File: config.mk
export PLATFORM = sky130hd
export DESIGN_NAME = evt_timer
export DESIGN_NICKNAME = d
export VERILOG_FILES = /design/src/rtl/evt_timer_pkg.sv /design/src/rtl/evt_timer_regs.sv /design/src/rtl/evt_timer_cnt.sv /design/src/rtl/evt_timer.sv
export SDC_FILE = /design/constraint.sdc
export NUM_CORES = 1
export LEC_CHECK = 0
export ABC_AREA = 1
export BUFFER_PORTS_ARGS = -buffer_cell sky130_fd_sc_hd__buf_2
export CORE_MARGIN = 4
export CORE_UTILIZATION = 40
export DETAILED_ROUTE_END_ITERATION = 7
export PLACE_DENSITY = 0.6
export SLEW_MARGIN = 10
export SYNTH_ARGS = -nofsm -noshare
export SYNTH_HDL_FRONTEND = slang
export SYNTH_SLANG_ARGS = --single-unit
File: constraint.sdc
create_clock -name clk_i -period 2.1 [get_ports clk_i]
set_input_delay 0.315 -clock clk_i [delete_from_list [all_inputs] [get_ports clk_i]]
set_output_delay 0.315 -clock clk_i [all_outputs]
set_load 0.02 [all_outputs]
File: src/rtl/evt_timer_pkg.sv
package evt_timer_pkg;
  localparam int unsigned LOAD_OFS    = 'h00;
  localparam int unsigned WORD_STRIDE = 4;
  localparam int unsigned CTRL_OFS    = 'h10;
  localparam int unsigned STAT_OFS    = 'h18;
  localparam int unsigned CTRL_W      = 3;
  localparam int unsigned NUM_HALVES  = 2;

  // field order is the bit order of the control word: [2] unmask, [1] mode, [0] enable
  typedef struct packed {
    logic unmask;
    logic oneshot;
    logic en;
  } ctrl_t;
endpackage

File: src/rtl/evt_timer_regs.sv
module evt_timer_regs
  import evt_timer_pkg::*;
#(
  parameter int unsigned ADDR_W = 5,
  parameter int unsigned DATA_W = 32
) (
  input  logic                           clk_i,
  input  logic                           rst_ni,
  input  logic [ADDR_W-1:0]              addr_i,
  input  logic [DATA_W-1:0]              wdata_i,
  input  logic                           wr_i,
  input  logic                           rd_i,
  output logic [DATA_W-1:0]              rdata_o,
  input  logic                           expire_i,
  output logic [NUM_HALVES*DATA_W-1:0]   load_o,
  output ctrl_t                          ctrl_o,
  output logic                           start_o,
  output logic                           stat_o
);
  localparam logic [ADDR_W-1:0] CTRL_A = ADDR_W'(CTRL_OFS);
  localparam logic [ADDR_W-1:0] STAT_A = ADDR_W'(STAT_OFS);

  ctrl_t ctrl_q;
  logic  stat_q;
  logic  hit_ctrl, hit_stat;

  assign hit_ctrl = (addr_i == CTRL_A);
  assign hit_stat = (addr_i == STAT_A);

  for (genvar h = 0; h < NUM_HALVES; h++) begin : g_half
    localparam logic [ADDR_W-1:0] HALF_A = ADDR_W'(LOAD_OFS + h * WORD_STRIDE);
    logic [DATA_W-1:0] half_q;
    always_ff @(posedge clk_i or negedge rst_ni) begin
      if (!rst_ni)                         half_q <= '0;
      else if (wr_i && addr_i == HALF_A)   half_q <= wdata_i;
    end
    assign load_o[h*DATA_W +: DATA_W] = half_q;
  end

  always_ff @(posedge clk_i or negedge rst_ni) begin
    if (!rst_ni)               ctrl_q <= '0;
    else if (wr_i && hit_ctrl) ctrl_q <= ctrl_t'(wdata_i[CTRL_W-1:0]);
  end

  // expiry beats a same-edge clear
  always_ff @(posedge clk_i or negedge rst_ni) begin
    if (!rst_ni)                              stat_q <= 1'b0;
    else if (expire_i)                        stat_q <= 1'b1;
    else if (wr_i && hit_stat && wdata_i[0])  stat_q <= 1'b0;
  end

  assign start_o = wr_i && hit_ctrl && wdata_i[0] && !ctrl_q.en;

  logic [DATA_W-1:0] rd_val;
  always_comb begin
    rd_val = '0;
    for (int unsigned h = 0; h < NUM_HALVES; h++) begin
      if (addr_i == ADDR_W'(LOAD_OFS + h * WORD_STRIDE)) rd_val = load_o[h*DATA_W +: DATA_W];
    end
    if (hit_ctrl) rd_val[CTRL_W-1:0] = ctrl_q;
    if (hit_stat) rd_val[0] = stat_q;
  end

  assign rdata_o = rd_i ? rd_val : '0;
  assign ctrl_o  = ctrl_q;
  assign stat_o  = stat_q;
endmodule

File: src/rtl/evt_timer_cnt.sv
module evt_timer_cnt #(
  parameter int unsigned CNT_W = 64
) (
  input  logic             clk_i,
  input  logic             rst_ni,
  input  logic             en_i,
  input  logic             oneshot_i,
  input  logic             start_i,
  input  logic [CNT_W-1:0] load_i,
  output logic             expire_o,
  output logic [CNT_W-1:0] cnt_o
);
  logic [CNT_W-1:0] cnt_q;
  logic             armed_q;

  assign expire_o = en_i && armed_q && (cnt_q == '0);

  always_ff @(posedge clk_i or negedge rst_ni) begin
    if (!rst_ni) begin
      cnt_q   <= '0;
      armed_q <= 1'b0;
    end else if (start_i) begin
      cnt_q   <= load_i;
      armed_q <= 1'b1;
    end else if (!en_i) begin
      armed_q <= 1'b0;
    end else if (expire_o) begin
      if (oneshot_i) armed_q <= 1'b0;
      else           cnt_q   <= load_i;
    end else if (armed_q) begin
      cnt_q <= cnt_q - 1'b1;
    end
  end

  assign cnt_o = cnt_q;
endmodule

File: src/rtl/evt_timer.sv
module evt_timer
  import evt_timer_pkg::*;
#(
  parameter int unsigned ADDR_W = 5,
  parameter int unsigned DATA_W = 32
) (
  input  logic              clk_i,
  input  logic              rst_ni,
  input  logic [ADDR_W-1:0] addr_i,
  input  logic [DATA_W-1:0] wdata_i,
  input  logic              wr_i,
  input  logic              rd_i,
  output logic [DATA_W-1:0] rdata_o,
  output logic              irq_o
);
  localparam int unsigned CNT_W = NUM_HALVES * DATA_W;

  logic [CNT_W-1:0] load;
  logic [CNT_W-1:0] cnt;
  ctrl_t            ctrl_q;
  logic             stat_q;
  logic             start;
  logic             expire;

  evt_timer_regs #(.ADDR_W(ADDR_W), .DATA_W(DATA_W)) u_regs (
    .clk_i    (clk_i),
    .rst_ni   (rst_ni),
    .addr_i   (addr_i),
    .wdata_i  (wdata_i),
    .wr_i     (wr_i),
    .rd_i     (rd_i),
    .rdata_o  (rdata_o),
    .expire_i (expire),
    .load_o   (load),
    .ctrl_o   (ctrl_q),
    .start_o  (start),
    .stat_o   (stat_q)
  );

  evt_timer_cnt #(.CNT_W(CNT_W)) u_cnt (
    .clk_i     (clk_i),
    .rst_ni    (rst_ni),
    .en_i      (ctrl_q.en),
    .oneshot_i (ctrl_q.oneshot),
    .start_i   (start),
    .load_i    (load),
    .expire_o  (expire),
    .cnt_o     (cnt)
  );

  assign irq_o = stat_q && ctrl_q.unmask;
endmodule

**Yosys cells after proc, flatten, opt, wreduce, memory -nomap -nowiden**

Index checks and enable logic that the tools add are counted.
W data, S select, Z words.

- Bits in registers: 133
- Input bits: 41
- Output and inout bits: 33
- Word-level logic and storage cells: 49

- $add $sub $neg: 1
- Equality and inequality tests: 6
- Mux-type cells: 16
- Reductions and logical operators: 18

Operators by type and width:

| operator | number |
|---|---|
| $mux W64 | 5 |
| $mux W32 | 3 |
| $logic_not A64 Y1 | 1 |
| $sub A64 B1 Y64 const B | 1 |
| $eq A5 B5 Y1 const B | 2 |
| $logic_and A1 B1 Y1 | 10 |
| $mux W1 | 7 |
| $ne A3 B3 Y1 const B | 2 |
| $eq A5 B3 Y1 const B | 1 |
| $logic_not A5 Y1 | 1 |
| $reduce_bool A2 Y1 | 2 |
| $mux W3 | 1 |
| $ne A3 B2 Y1 const B | 1 |
| $reduce_and A3 Y1 | 1 |
| $reduce_bool A3 Y1 | 1 |
| $reduce_and A2 Y1 | 1 |
| $logic_not A1 Y1 | 1 |

**Depth between registers and ports, before layout**

- Word-level depth: 6
- Depth in mapped cells: 13
- Gate-level depth less buffers: 13

**Cells and area by module**

From an unflattened synthesis, not the netlist that was laid out.

- Cell total of the unflattened synthesis: 1380
- Area, all modules: 9034.9 um^2

By module, submodules not included:

| module | instances | cells an instance | area each (um^2) | sequential area each (um^2) |
|---|---|---|---|---|
| evt_timer_cnt | 1 | 945 | 5683.0 | 1626.6 |
| evt_timer_regs | 1 | 433 | 3344.5 | 1701.6 |
| evt_timer | 1 | 2 | 7.5 | 0.0 |

**Worst setup path after synthesis**

OpenSTA, ideal clock, no wires.

- Path type: register to register
- Start point: reg u_cnt.cnt_q[0] (netlist: u_cnt.cnt_o[0])
- End point: reg u_cnt.cnt_q[30] (netlist: u_cnt.cnt_o[30])
- Data arrival time: 1.753 ns
- Data required time: 1.982 ns
- Slack: 0.230 ns
- Cell stages (with the launch flop): 14
- Period minus slack after synthesis: 1.870 ns
- Cell sequence: dfrtp_1 inv_1 ha_1 nand2_2 nor2_4 nand2_4 nor2_8 nand3_4 nand2_2 buf_6 buf_6 nand2_1 nand3_1 nand2_1

- Cells in the longest elaborated chain, start to end: 5
- Elaborated cells between the ends (all ways): 10

Ends and longest elaborated chain:

| item | RTL line | source |
|---|---|---|
| start: declaration | evt_timer_cnt.sv:13 | `logic [CNT_W-1:0] cnt_q;` |
| start signal: assignment | evt_timer_cnt.sv:23 | `cnt_q <= load_i;` |
| start signal: assignment | evt_timer_cnt.sv:29 | `else cnt_q <= load_i;` |
| start signal: assignment | evt_timer_cnt.sv:31 | `cnt_q <= cnt_q - 1'b1;` |
| $sub A64 B1 Y64 / $logic_not A64 Y1 (equally long branches) | evt_timer_cnt.sv:31, evt_timer_cnt.sv:16 |  |
| $mux W64 / $logic_and A1 B1 Y1 (equally long branches) | evt_timer_cnt.sv:30, evt_timer_cnt.sv:16 |  |
| $mux W64 | evt_timer_cnt.sv:27 | `end else if (expire_o) begin` |
| $mux W64 | evt_timer_cnt.sv:25 | `end else if (!en_i) begin` |
| $mux W64 | evt_timer_cnt.sv:22 | `end else if (start_i) begin` |

Several ways; a longest one is shown, not always the timed one. The select of a mux whose other input is x is not followed.
A chain may end at the register's enable or synchronous reset.

**Final worst setup path**

- Start point: reg u_cnt.cnt_q[26] (netlist: u_cnt.cnt_o[26])
- End point: reg u_cnt.cnt_q[49] (netlist: u_cnt.cnt_o[49])

The elaborated chain is that of the path after synthesis.

==> impl_metrics.yaml <==
worst_hold_path:
  worst_hold_path.endpoint: "u_regs.g_half[0].half_q[10]"
  min_from: "wdata_i[10]"
  hold_depth: 3
  hold_class: "input port to register"
synthesis:
  synth_nets: 1437
  ys_seq_area_frac: 0.382
  syn_area_per_cell_sq_um: 6.25
  ys_ff_latch: 133
  netlist_instances: 1395
  yosys_warnings: 0
  syn_area_sq_mm: 0.00872
  synth_cell_type_count: 29
routing:
  routed_wl_um: 31300
  drt-wirelength-per-cell_um: 16.8
  vias: 9347
  viasPerCell: 5.03
  drtAntennaViolNets: 0
  drtIter0Drc: 931
  drtPass1Iterations: 6
  drc: 0
die:
  ios: 74
  num_rows: 53
  fp.dieW_um: 156
  core_sq_mm: 0.0212
  die_y_um: 156
  die-area_sq_mm: 0.0242
  start_util: 0.411
timing:
  slew_viol_final: 0
  finalCriticalPeriod_ns: 1.99
  finClkSkew_ns: 0.0106
  finalSetupViolations: 0
  fmax_mhz: 503
  holdWs_ns: 0.149
  setup_tns_ns: 0
  hold_viol_final: 0
  slew_headroom: 0.719
  worstMarginPinSlew_ns: 0.422
  min_period_over_period: 0.947
placed_design:
  placed_area_sq_mm: 0.0103
  hpwlAfterDp_um: 23700
  numPortBuffers: 73
  gp_congestion: 0.955
clock_tree:
  root_buffer: "clkbuf_16"
  insertion_delay_ns: 0.43
  cts_buffer_depth: 2
  htree_levels: 4
  numCtsBuffers: 17
  clkTransAtPathRegs_ns: 0.07
  cts_tree: "yes"
  clkSinkCount: 133
outcome:
  status: "finished clean"
global_routing:
  grt_pass1_vias: 8608
  antenna_found_initial: 1
  overflow: 0
  grt_max_degree: 45
  track_usage: 0.258
  grt_first_pass_wirelength_um: 48300
pwr:
  power_density_mw_per_mm2: 1260
  power_w: 0.0140
  power.leakage_nw: 5.80
  ir_drop_mv: 0.721
critical_path:
  required_ns: 2.41
  crit_path_max_fanout: 4
  ff2ff_setup_slack_ns: 0.11
  crit_chain: "buf_4 > nor2_1 > nand2_1 > nor2_1 > nand2_1 > nor2_2 > nand2_1 > nand2_1 > nand2_1 > inv_1 > nand2_1 > nand3_1 > nand2_1"
  rr_endpoint: "u_cnt.cnt_o[49]"
  r2r_start: "u_cnt.cnt_o[26]"
  cp_slowest_cell: "dfrtp_1"
  cpLargestDelayFamily: "simple AND/OR/NAND/NOR gates"
  cp_slowest_stage_delay_ns: 0.39
  worst_setup_path_start_kind: "register"
  timing.critical_path.buf_inv: 2
  cp-end-kind: "register"
  critical_path_class: "register to register"
  worstRegToRegCells: 13
  crit_arrival_ns: 2.30
  crit_top_cell: "nand2_1"
final_layout:
  fillers: 2207
  design_area_sq_mm: 0.0111
  final_cell_mix: "nand2_1, inv_1, dfrtp_1"
  nets: 1612
  diodes: 0
  syn_to_final_growth_pct: 26.9
  layout_commonest_cell: "nand2_1"
  layout-drive-gt1-share: 0.178
run:
  drv_cap: 0
-- cells in the mapped netlist --
cell type,count,area share
a21oi_1,29,0.017
a221oi_1,1,0.0010
and2_1,2,0.0014
buf_2,11,0.0063
buf_4,5,0.0043
buf_6,6,0.0077
clkbuf_1,26,0.011
dfrtp_1,133,0.38
ha_1,1,0.0014
inv_1,180,0.077
inv_2,1,0.00043
nand2_1,586,0.25
nand2_2,3,0.0022
nand2_4,1,0.0013
nand3_1,88,0.051
nand3_4,1,0.0020
nand3b_1,11,0.0095
nand4_1,21,0.015
nor2_1,158,0.068
nor2_2,4,0.0029
nor2_4,2,0.0026
nor2_8,1,0.0023
nor3_1,5,0.0029
o211ai_1,2,0.0017
o21a_1,2,0.0017
o21ai_0,91,0.052
o21bai_1,5,0.0043
xnor2_1,13,0.013
xor2_1,6,0.0060
-- registers in the layout (all words and copies together) (netlist names) --
signal,flops
u_regs.stat_o,1
u_regs.ctrl_o,3
u_cnt.cnt_o,64
u_cnt.armed_q,1
u_regs.g_half.half_q,64
-- stage by stage --
stage	std cells	utilization	setup WS, ns
floorplan	1395	-	0.230
global placement	1822	0.486	0.0250
detailed placement	1822	0.486	0.0438
CTS	1855	0.515	0.0196
global route	1858	0.521	-0.00873
finish	1858	0.521	0.110
-- cell type report --
class | count | area [sq um] | area share
Clock buffer | 18 | 439 | 0.0397
Clock inverter | 14 | 155 | 0.0140
Inverter | 181 | 679 | 0.0614
Multi-Input combinational cell | 1033 | 4560 | 0.412
Sequential cell | 133 | 3330 | 0.301
Tap cell | 275 | 344 | 0.0311
Timing Repair Buffer | 204 | 1550 | 0.140
-- what timing repair did --
action | 4_1_cts | 5_1_grt
hold buffers | 1 | 0
hold endpoints to repair | 30 | 0
setup buffers | 0 | 2
gates resized for setup | 0 | 34
setup endpoints to repair | 0 | 64
-- cells by family (layout without fill, tap and decap cells) --
kind of cell    after synthesis  after routing  synth area share
xor+xnor                     19             19            0.0191
compound gates              130            130            0.0776
simple gates                883            883             0.413
buf+inv                     229            417             0.107
flops                       133            133             0.382
fa+ha+maj                     1              1           0.00143
-- where the power goes --
group	total, W	leakage (nW)	switching [W]	internal, W
Clock	0.00308	0.295	0.00144	0.00164
Sequential	0.00398	1.73	0.000659	0.00332
Combinational	0.00691	3.77	0.00416	0.00275
-- worst min-delay path, delay by kind of cell --
family | cells | cell delay (ns)
AO/OA/AOI/OAI | 1 | 0.07
buffers and inverters | 2 | 0.14
-- layer usage --
metal  wire, um  global-route usage
met3       2430              0.0463
met1      14300               0.381
met5         11                   0
met4        588              0.0579
met2      13900               0.398
-- how the worst max path moves through the flow --
stage / from / endpoint / slack, ns / depth (start not counted)
finish: u_cnt.cnt_o[26] / u_cnt.cnt_o[49] / 0.11 / 13
global route: u_cnt.cnt_o[0] / u_cnt.cnt_o[31] / -0.009 / 11
detailed placement: u_cnt.cnt_o[38] / u_cnt.cnt_o[63] / 0.04 / 13
global placement: u_cnt.cnt_o[38] / u_cnt.cnt_o[63] / 0.02 / 13
floorplan: u_cnt.cnt_o[0] / u_cnt.cnt_o[30] / 0.23 / 13
CTS: u_cnt.cnt_o[38] / u_cnt.cnt_o[63] / 0.02 / 13
Note: power is estimated with default switching activity, not from simulation.
